--- src/rtl/ptimer_pkg.sv ---
package ptimer_pkg;
  localparam int FLAG_BIT = 31;
  localparam int CNT_LSB  = 10;
  localparam int LIM_W    = FLAG_BIT - CNT_LSB;
  localparam logic [31:0] DEF_LIMIT_WORD = 32'h009C_4000;

  typedef enum logic [1:0] {
    OFF_LIMIT = 2'd0,
    OFF_COUNT = 2'd1,
    OFF_NOCLR = 2'd2,
    OFF_CTRL  = 2'd3
  } reg_off_e;
endpackage

--- src/rtl/ptimer_dec.sv ---
module ptimer_dec
  import ptimer_pkg::*;
#(
  parameter int NUM_T  = 5,
  parameter int ADDR_W = 5
) (
  input  logic              req_i,
  input  logic              we_i,
  input  logic [ADDR_W-1:0] addr_i,
  output logic [NUM_T-1:0]  wr_o,
  output logic [NUM_T-1:0]  rd_o,
  output reg_off_e          off_o
);
  localparam int SEL_W = ADDR_W - 2;

  logic [SEL_W-1:0] tsel;
  assign tsel  = addr_i[ADDR_W-1:2];
  assign off_o = reg_off_e'(addr_i[1:0]);

  for (genvar i = 0; i < NUM_T; i++) begin : g_sel
    logic hit;
    assign hit   = req_i && (tsel == SEL_W'(i));
    assign wr_o[i] = hit && we_i;
    assign rd_o[i] = hit && !we_i;
  end
endmodule

--- src/rtl/ptimer_unit.sv ---
module ptimer_unit
  import ptimer_pkg::*;
#(
  parameter logic [31:0] RST_WORD = DEF_LIMIT_WORD
) (
  input  logic        clk_i,
  input  logic        rst_ni,
  input  logic        tick_i,
  input  logic        wr_i,
  input  logic        rd_i,
  input  reg_off_e    off_i,
  input  logic [31:0] wdata_i,
  output logic [31:0] rdata_o,
  output logic        flag_o
);
  localparam logic [LIM_W-1:0] RST_LIM = RST_WORD[FLAG_BIT-1:CNT_LSB];

  logic [LIM_W-1:0] lim_q, cnt_q, wfield;
  logic             en_q, flag_q;
  logic             wr_lim, wr_ncl, wr_ctl, rd_lim, run, term;
  logic             unused_wbits;

  assign wfield       = wdata_i[FLAG_BIT-1:CNT_LSB];
  assign unused_wbits = ^{wdata_i[31], wdata_i[9:1]};
  assign wr_lim = wr_i && (off_i == OFF_LIMIT);
  assign wr_ncl = wr_i && (off_i == OFF_NOCLR);
  assign wr_ctl = wr_i && (off_i == OFF_CTRL);
  assign rd_lim = rd_i && (off_i == OFF_LIMIT);
  assign run    = en_q && tick_i;
  // limit 0 or 1 both give a one-tick period
  assign term   = run && (cnt_q <= LIM_W'(1));

  always_ff @(posedge clk_i or negedge rst_ni) begin
    if (!rst_ni) begin
      lim_q  <= RST_LIM;
      cnt_q  <= RST_LIM;
      en_q   <= 1'b0;
      flag_q <= 1'b0;
    end else begin
      if (wr_lim || wr_ncl) lim_q <= wfield;
      if (wr_ctl) en_q <= wdata_i[0];

      if (wr_lim || wr_ncl)                cnt_q <= wfield;
      else if (wr_ctl && wdata_i[0] && !en_q) cnt_q <= lim_q;
      else if (term)                       cnt_q <= lim_q;
      else if (run)                        cnt_q <= cnt_q - LIM_W'(1);

      // clearing write beats terminal; terminal beats read-acknowledge
      if (wr_lim)      flag_q <= 1'b0;
      else if (term)   flag_q <= 1'b1;
      else if (rd_lim) flag_q <= 1'b0;
    end
  end

  always_comb begin
    unique case (off_i)
      OFF_LIMIT: rdata_o = {flag_q, lim_q, {CNT_LSB{1'b0}}};
      OFF_COUNT: rdata_o = {flag_q, cnt_q, {CNT_LSB{1'b0}}};
      OFF_NOCLR: rdata_o = '0;
      default:   rdata_o = {31'd0, en_q};
    endcase
  end

  assign flag_o = flag_q;
endmodule

--- src/rtl/ptimer_bank.sv ---
module ptimer_bank
  import ptimer_pkg::*;
#(
  parameter int          NUM_CPU   = 4,
  parameter logic [31:0] DEF_LIMIT = DEF_LIMIT_WORD,
  localparam int         NUM_T     = NUM_CPU + 1,
  localparam int         ADDR_W    = $clog2(NUM_T * 4)
) (
  input  logic               clk_i,
  input  logic               rst_ni,
  input  logic               tick_i,
  input  logic               req_i,
  input  logic               we_i,
  input  logic [ADDR_W-1:0]  addr_i,
  input  logic [31:0]        wdata_i,
  output logic [31:0]        rdata_o,
  output logic               rvalid_o,
  output logic [NUM_CPU-1:0] irq14_o,
  output logic [NUM_CPU-1:0] irq10_o
);
  logic [NUM_T-1:0] wr_sel, rd_sel, flag;
  logic [31:0]      tdata [NUM_T];
  logic [31:0]      rd_mux;
  reg_off_e         off;

  ptimer_dec #(.NUM_T(NUM_T), .ADDR_W(ADDR_W)) u_dec (
    .req_i (req_i),
    .we_i  (we_i),
    .addr_i(addr_i),
    .wr_o  (wr_sel),
    .rd_o  (rd_sel),
    .off_o (off)
  );

  for (genvar i = 0; i < NUM_T; i++) begin : g_tmr
    ptimer_unit #(.RST_WORD(DEF_LIMIT)) u_tmr (
      .clk_i  (clk_i),
      .rst_ni (rst_ni),
      .tick_i (tick_i),
      .wr_i   (wr_sel[i]),
      .rd_i   (rd_sel[i]),
      .off_i  (off),
      .wdata_i(wdata_i),
      .rdata_o(tdata[i]),
      .flag_o (flag[i])
    );
  end

  always_comb begin
    rd_mux = '0;
    for (int i = 0; i < NUM_T; i++) begin
      if (rd_sel[i]) rd_mux = rd_mux | tdata[i];
    end
  end

  always_ff @(posedge clk_i or negedge rst_ni) begin
    if (!rst_ni) begin
      rdata_o  <= '0;
      rvalid_o <= 1'b0;
    end else begin
      rvalid_o <= req_i && !we_i;
      rdata_o  <= (req_i && !we_i) ? rd_mux : '0;
    end
  end

  assign irq14_o = flag[NUM_CPU-1:0];
  assign irq10_o = {NUM_CPU{flag[NUM_CPU]}};
endmodule

--- config.mk ---
export PLATFORM = sky130hd
export DESIGN_NAME = ptimer_bank
export DESIGN_NICKNAME = d
export VERILOG_FILES = /design/src/rtl/ptimer_pkg.sv /design/src/rtl/ptimer_dec.sv /design/src/rtl/ptimer_unit.sv /design/src/rtl/ptimer_bank.sv
export SDC_FILE = /design/constraint.sdc
export NUM_CORES = 1
export LEC_CHECK = 0
export BUFFER_PORTS_ARGS = -buffer_cell sky130_fd_sc_hd__buf_2
export CORE_UTILIZATION = 25
export DETAILED_ROUTE_END_ITERATION = 16
export PLACE_DENSITY = 0.37
export SETUP_SLACK_MARGIN = 0.1
export SYNTH_ARGS = -nofsm -noshare
export SYNTH_HDL_FRONTEND = slang
export SYNTH_SLANG_ARGS = --single-unit
--- constraint.sdc ---
create_clock -name clk_i -period 5.9 [get_ports clk_i]
set_input_delay 0.295 -clock clk_i [delete_from_list [all_inputs] [get_ports clk_i]]
set_output_delay 0.295 -clock clk_i [all_outputs]
set_load 0.01 [all_outputs]
==> results of run 1 <==
[path summary, 6_finish.rpt]
check	slack [ns]	cells after the start	start	endpoint
hold / removal	0.10	3	wdata_i[20]	g_tmr[1].u_tmr.lim_q[10]$_DFFE_PN1P_
setup / recovery	2.47	6	g_tmr[2].u_tmr.cnt_q[7]$_DFFE_PN0P_	g_tmr[2].u_tmr.cnt_q[6]$_DFFE_PN0P_
hold reg to reg	0.47	2	g_tmr[3].u_tmr.lim_q[10]$_DFFE_PN1P_	g_tmr[3].u_tmr.lim_q[10]$_DFFE_PN1P_
max in group asynchronous	3.99	3	rst_ni	g_tmr[0].u_tmr.en_q$_DFFE_PN0P_
min in group asynchronous	0.36	2	rst_ni	g_tmr[4].u_tmr.cnt_q[2]$_DFFE_PN0P_
setup reg to reg	2.47	6	g_tmr[2].u_tmr.cnt_q[7]$_DFFE_PN0P_	g_tmr[2].u_tmr.cnt_q[6]$_DFFE_PN0P_
[layer usage]
metal | GRT usage, % | share of wire (%) | vias to the layer above
li1 | - | - | 6018
met1 | 29.7 | 47 | 6497
met2 | 31.1 | 44 | 377
met3 | 3.54 | 5.3 | 79
met4 | 7.02 | 3.3 | 4
met5 | 0 | 0.045 | -
[Yosys cell counts, types with 13 or more instances]
| cell | count | share of area (%) |
|---|---|---|
| dfstp_2 | 50 | 9.2 |
| a22o_1 | 13 | 0.80 |
| or3_1 | 39 | 1.7 |
| a221oi_1 | 27 | 1.7 |
| a211oi_1 | 31 | 1.6 |
| nor3_1 | 60 | 2.1 |
| clkbuf_1 | 95 | 2.5 |
| o211ai_1 | 25 | 1.3 |
| or4_1 | 23 | 1.2 |
| o22ai_1 | 35 | 1.5 |
| nor4_1 | 19 | 0.83 |
| dfrtp_1 | 194 | 34 |
| mux2i_1 | 70 | 4.9 |
| o21ai_0 | 71 | 2.5 |
| xnor2_1 | 36 | 2.2 |
| nand2b_1 | 13 | 0.57 |
| inv_1 | 31 | 0.81 |
| nor2_1 | 112 | 2.9 |
| xor2_1 | 24 | 1.5 |
| buf_4 | 22 | 1.2 |
| nand3_1 | 30 | 1.0 |
| nand2_1 | 381 | 10 |
| a21oi_1 | 71 | 2.5 |
| a211o_1 | 16 | 0.98 |
| a22oi_1 | 26 | 1.4 |
[state kept, by name (all words and copies together) (netlist names)]
signal              count
g_tmr.u_tmr.cnt_q     105
rdata_o                23
g_tmr.u_tmr.en_q        5
rvalid_o                1
g_tmr.u_tmr.flag_o      5
g_tmr.u_tmr.lim_q     105
[worst max-delay path, cell delays in order, from the launching register on]
cell	delay [ns]
dfrtp_1	0.43
or4_1	0.70
nor4_2	0.52
nand3_1	0.49
nand2_1	0.70
nor2_1	0.10
o311ai_0	0.35
[area by class of cell]
type                            count  area [um2]
Fill cell                        6052       40000
Multi-Input combinational cell   1271        7520
Sequential cell                   244        6170
Clock buffer                       59        1120
Tap cell                          756         946
Timing Repair Buffer               94         567
Inverter                           31         116
Clock inverter                      3        18.8
[metrics by stage]
stage,utilization (%),total power [uW],hold WS [ns]
after floorplan,-,3970,-0.000591
after global placement,27.1,4640,0.412
after detailed placement,27.1,4660,0.413
after CTS,29.1,6820,0.0801
after global routing,29.1,7200,0.103
final,29.1,6750,0.103
[power breakdown]
group / switching [uW] / internal (uW)
sequential: 563 / 2150
clock: 824 / 1280
combinational: 1120 / 797
total: 2510 / 4230
[cells by family after synthesis]
| kind of cell | after synthesis |
|---|---|
| fa+ha+maj | 10 |
| flops | 244 |
| mux | 80 |
| simple gates | 715 |
| compound gates | 397 |
| xor+xnor | 60 |
| buf+inv | 162 |
| other cells | 1 |
==> impl_metrics.yaml, run 1 <==
floorplanning:
  pin_count: 83
  chipWidth_um: 241
  die_h_um: 241
  num_rows: 87
  coreArea_mm2: 0.0565
  initial_utilization_pct: 25.3
  die-area_mm2: 0.0582
power:
  powerDensity_mw_per_mm2: 410
  leakage_uw: 0.00709
  vdd_drop_max_uv: 165
sta:
  worst-slew-pin-transition_ns: 1.17
  hold_violations: 0
  max_freq_mhz: 292
  fin_skew_ns: 0.0145
  period_minus_slack_ns: 3.43
  fin_crit_sh_pct: 58.1
  fin_setup_tns_ns: 0
  setup_viol: 0
  setup_ws_ns: 2.47
  finalMaxSlewViolations: 0
  rsz0062_at_grt: "false"
  slew_headroom_pct: 21.4
layout:
  final_nets: 1728
  drive_above_1_share_pct: 13.2
  fin_cells: 2458
  antenna_cells: 0
  mostFrequentLayoutCells: "nand2_1, dfrtp_1, nor2_1"
  synthToLayoutAreaGrowth_pct: 14.9
  post-route-cell-area_mm2: 0.0165
  final_common_cell: "nand2_1"
worst_hold_path:
  min_path_type: "in2reg"
clock_tree:
  cts-root-buf: "clkbuf_16"
  clk-insertion-delay-late_ns: 0.55
  numCtsBuffers: 34
  cts-resized-gates: 0
  cts.htree.levels: 2
  cts_tree: "done"
  clkSinkCount: 244
  clockBufferDepth: 3
  ctsHoldBuffers: 1
  post_cts_buffers: 0
  clk_pin_slew_ns: 0.06
place:
  dp_cells: 2395
  dp_hpwl_um: 41400
  place_congestion: 0.831
  port_buffers: 63
  placed_area_mm2: 0.0153
  pre_cts_slack_ns: 2.39
global_route:
  grt_max_degree: 94
  grt_pass1_vias: 12500
  gr-total-overflow: 0
  grtUsageTotal_pct: 20.7
  grt_pass1_wl_um: 87700
  grt_antenna_before_repair: 5
synth:
  ys_async_sr_fraction_pct: 100
  synth_top_family_by_area: "simple AND/OR/NAND/NOR gates"
  synth_warnings: 0
  syn_avg_cell_area_um2: 8.58
  synth-seq-cells: 244
  yosys.area_share.simple_pct: 22.5
  yosys.area_share.adder_pct: 0.874
  synthMuxAreaShare_pct: 5.68
  synth_edf_count: 0
  synthCells: 1669
  synth-xor-area-share_pct: 3.67
  ys_seq_area_share_pct: 43.1
  synth_compound_gate_area_share_pct: 19.3
  synth_cell_types: 70
  synth_ff_type: "dfrtp_1"
  netlist_area_mm2: 0.0143
drt:
  wl_um: 59400
  drt_iter0_markers: 1074
  dr.pass1.iters: 5
  wl_per_cell_um: 24.2
  num_vias: 13000
  antenna_left: 0
  drc: 0
  avgViaCountPerCell: 5.28
worst_setup_path:
  cp-start-kind: "flop"
  cp.arrival_ns: 3.83
  cp_max_fo: 11
  setup.worst_path.class: "reg2reg"
  endpoint_kind: "flop"
  required_ns: 6.31
run:
  maxCapViolations: 0
run_status:
  status: "finished clean"
No activity file was read; power rests on OpenSTA's default activity.
==> inputs of run 2 (changes only) <==
--- a/config.mk
+++ b/config.mk
@@ -8,7 +8,7 @@
 export BUFFER_PORTS_ARGS = -buffer_cell sky130_fd_sc_hd__buf_2
 export CORE_UTILIZATION = 25
 export DETAILED_ROUTE_END_ITERATION = 16
-export PLACE_DENSITY = 0.37
+export PLACE_DENSITY = 0.39
 export SETUP_SLACK_MARGIN = 0.1
 export SYNTH_ARGS = -nofsm -noshare
 export SYNTH_HDL_FRONTEND = slang
==> constraint.sdc (replaced) <==
create_clock -name clk_i -period 3 [get_ports clk_i]
set_input_delay 0.15 -clock clk_i [delete_from_list [all_inputs] [get_ports clk_i]]
set_output_delay 0.15 -clock clk_i [all_outputs]
set_load 0.01 [all_outputs]
==> impl_metrics.yaml, run 2 (synthesis results as in run 1) <==
run_status:
  status: "finished clean"
sta:
  worst-slew-pin-transition_ns: 0.728
  setup_viol: 0
  fin_crit_sh_pct: 91.6
  finalMaxSlewViolations: 0
  fin_setup_tns_ns: 0
  max_freq_mhz: 364
  slew_headroom_pct: 51.2
  hold_violations: 0
  period_minus_slack_ns: 2.75
  setup_ws_ns: 0.253
  rsz0062_at_grt: "false"
  fin_skew_ns: 0.0257
clock_tree:
  clockBufferDepth: 3
  cts_tree: "done"
  clkSinkCount: 244
  cts.htree.levels: 2
  numCtsBuffers: 34
  clk-insertion-delay-late_ns: 0.56
  cts-root-buf: "clkbuf_16"
  clk_pin_slew_ns: 0.06
  post_cts_buffers: 0
power:
  leakage_uw: 0.00749
  vdd_drop_max_uv: 333
  powerDensity_mw_per_mm2: 785
drt:
  drt_iter0_markers: 1083
  wl_um: 59400
  num_vias: 13300
  avgViaCountPerCell: 5.23
  drc: 0
  dr.pass1.iters: 6
  wl_per_cell_um: 23.4
  antenna_left: 0
floorplanning:
  chipWidth_um: 241
  coreArea_mm2: 0.0565
  die_h_um: 241
  pin_count: 83
  num_rows: 87
  initial_utilization_pct: 25.3
  die-area_mm2: 0.0582
global_route:
  grt_antenna_before_repair: 7
  grt_pass1_wl_um: 87400
  grtUsageTotal_pct: 20.5
  grt_max_degree: 76
  grt_pass1_vias: 12700
  gr-total-overflow: 0
worst_setup_path:
  cp_max_fo: 9
  cp-start-kind: "flop"
  cp.arrival_ns: 3.18
  cp_top_family: "simple AND/OR/NAND/NOR gates"
  cp_slowest_cell: "or4_4"
  crit_path_cell_trace: "or4_4 -> or4_1 -> o41a_4 -> nand2b_1 -> buf_4 -> o211ai_1"
  worstPathBufferInverterCount: 1
  cp_slowest_stage_delay_ns: 0.56
  endpoint_kind: "flop"
  setup.worst_path.class: "reg2reg"
  required_ns: 3.43
place:
  dp_hpwl_um: 42400
  port_buffers: 63
  place_congestion: 0.862
  pre_cts_slack_ns: 0.253
layout:
  n_fill_cell: 5929
  final_nets: 1807
  synthToLayoutAreaGrowth_pct: 19.9
  final_common_cell: "nand2_1"
  reg.largest.list: "g_tmr.u_tmr.cnt_q x105, g_tmr.u_tmr.lim_q x105, rdata_o x23"
  drive_above_1_share_pct: 16.1
  mostFrequentLayoutCells: "nand2_1, dfrtp_1, nor2_1"
worst_hold_path:
  min_path_type: "in2reg"
run:
  maxCapViolations: 0
## run 2: final timing paths
| path | depth (start not counted) | startpoint | slack (ns) | endpoint |
|---|---|---|---|---|
| worst max-delay path | 6 | g_tmr[1].u_tmr.cnt_q[11]$_DFFE_PN0P_ | 0.25 | g_tmr[1].u_tmr.cnt_q[11]$_DFFE_PN0P_ |
| worst min-delay path | 3 | wdata_i[28] | 0.03 | g_tmr[3].u_tmr.lim_q[18]$_DFFE_PN0P_ |
| worst max register to register | 6 | g_tmr[1].u_tmr.cnt_q[11]$_DFFE_PN0P_ | 0.25 | g_tmr[1].u_tmr.cnt_q[11]$_DFFE_PN0P_ |
| worst min register to register | 2 | g_tmr[3].u_tmr.lim_q[4]$_DFFE_PN1P_ | 0.47 | g_tmr[3].u_tmr.lim_q[4]$_DFFE_PN1P_ |
| max in group asynchronous | 3 | rst_ni | 1.86 | g_tmr[1].u_tmr.cnt_q[9]$_DFFE_PN1P_ |
| min in group asynchronous | 2 | rst_ni | 0.20 | rvalid_o$_DFF_PN0_ |
## run 2: worst reg2reg max path, cell delays in order (launching register included)
cell and delay, ns:
dfrtp_1 0.43, or4_4 0.56, or4_1 0.48, o41a_4 0.52
nand2b_1 0.26, buf_4 0.24, o211ai_1 0.12
## run 2: per-stage QoR
stage	util [%]	hold slack, ns	area (um2)	total power [uW]	cells
global route	30.4	0.0389	17200	14300	2537
global placement	28.0	0.233	15800	9280	2456
floorplan	-	-0.146	14400	7810	1677
finish	30.4	0.0311	17200	13500	2538
detailed placement	28.0	0.226	15800	9310	2456
CTS	30.4	0.00379	17200	13600	2537
## run 2: final cells by class
type	count	area (um2)	share of cell area, %
clock buffers	54	1050	6.10
inverters	31	116	0.678
repair buffers	173	1280	7.43
clock inverters	8	87.6	0.510
well taps	756	946	5.51
flip-flops and latches	244	6170	35.9
multi-input cells	1271	7530	43.8
diodes	1	2.50	0.0146
## run 2: repair_timing
item	CTS	global route
gates resized for setup	0	2
hold buffers	19	0
endpoints found under the hold margin	102	0
endpoints found under the setup margin	0	5
## run 2: where the power goes
part / switching (uW) / total (uW) / internal [uW]
clock: 1660 / 4150 / 2490
sequential: 1120 / 5350 / 4230
combinational: 2260 / 3980 / 1720
## run 2: metal layers
metal	share of wire, %	track usage [%]	routed length, um
met2	43	30.5	25600
met3	6.7	4.52	4000
met5	0.039	0	23
met4	3.6	7.58	2130
met1	47	29.0	27700
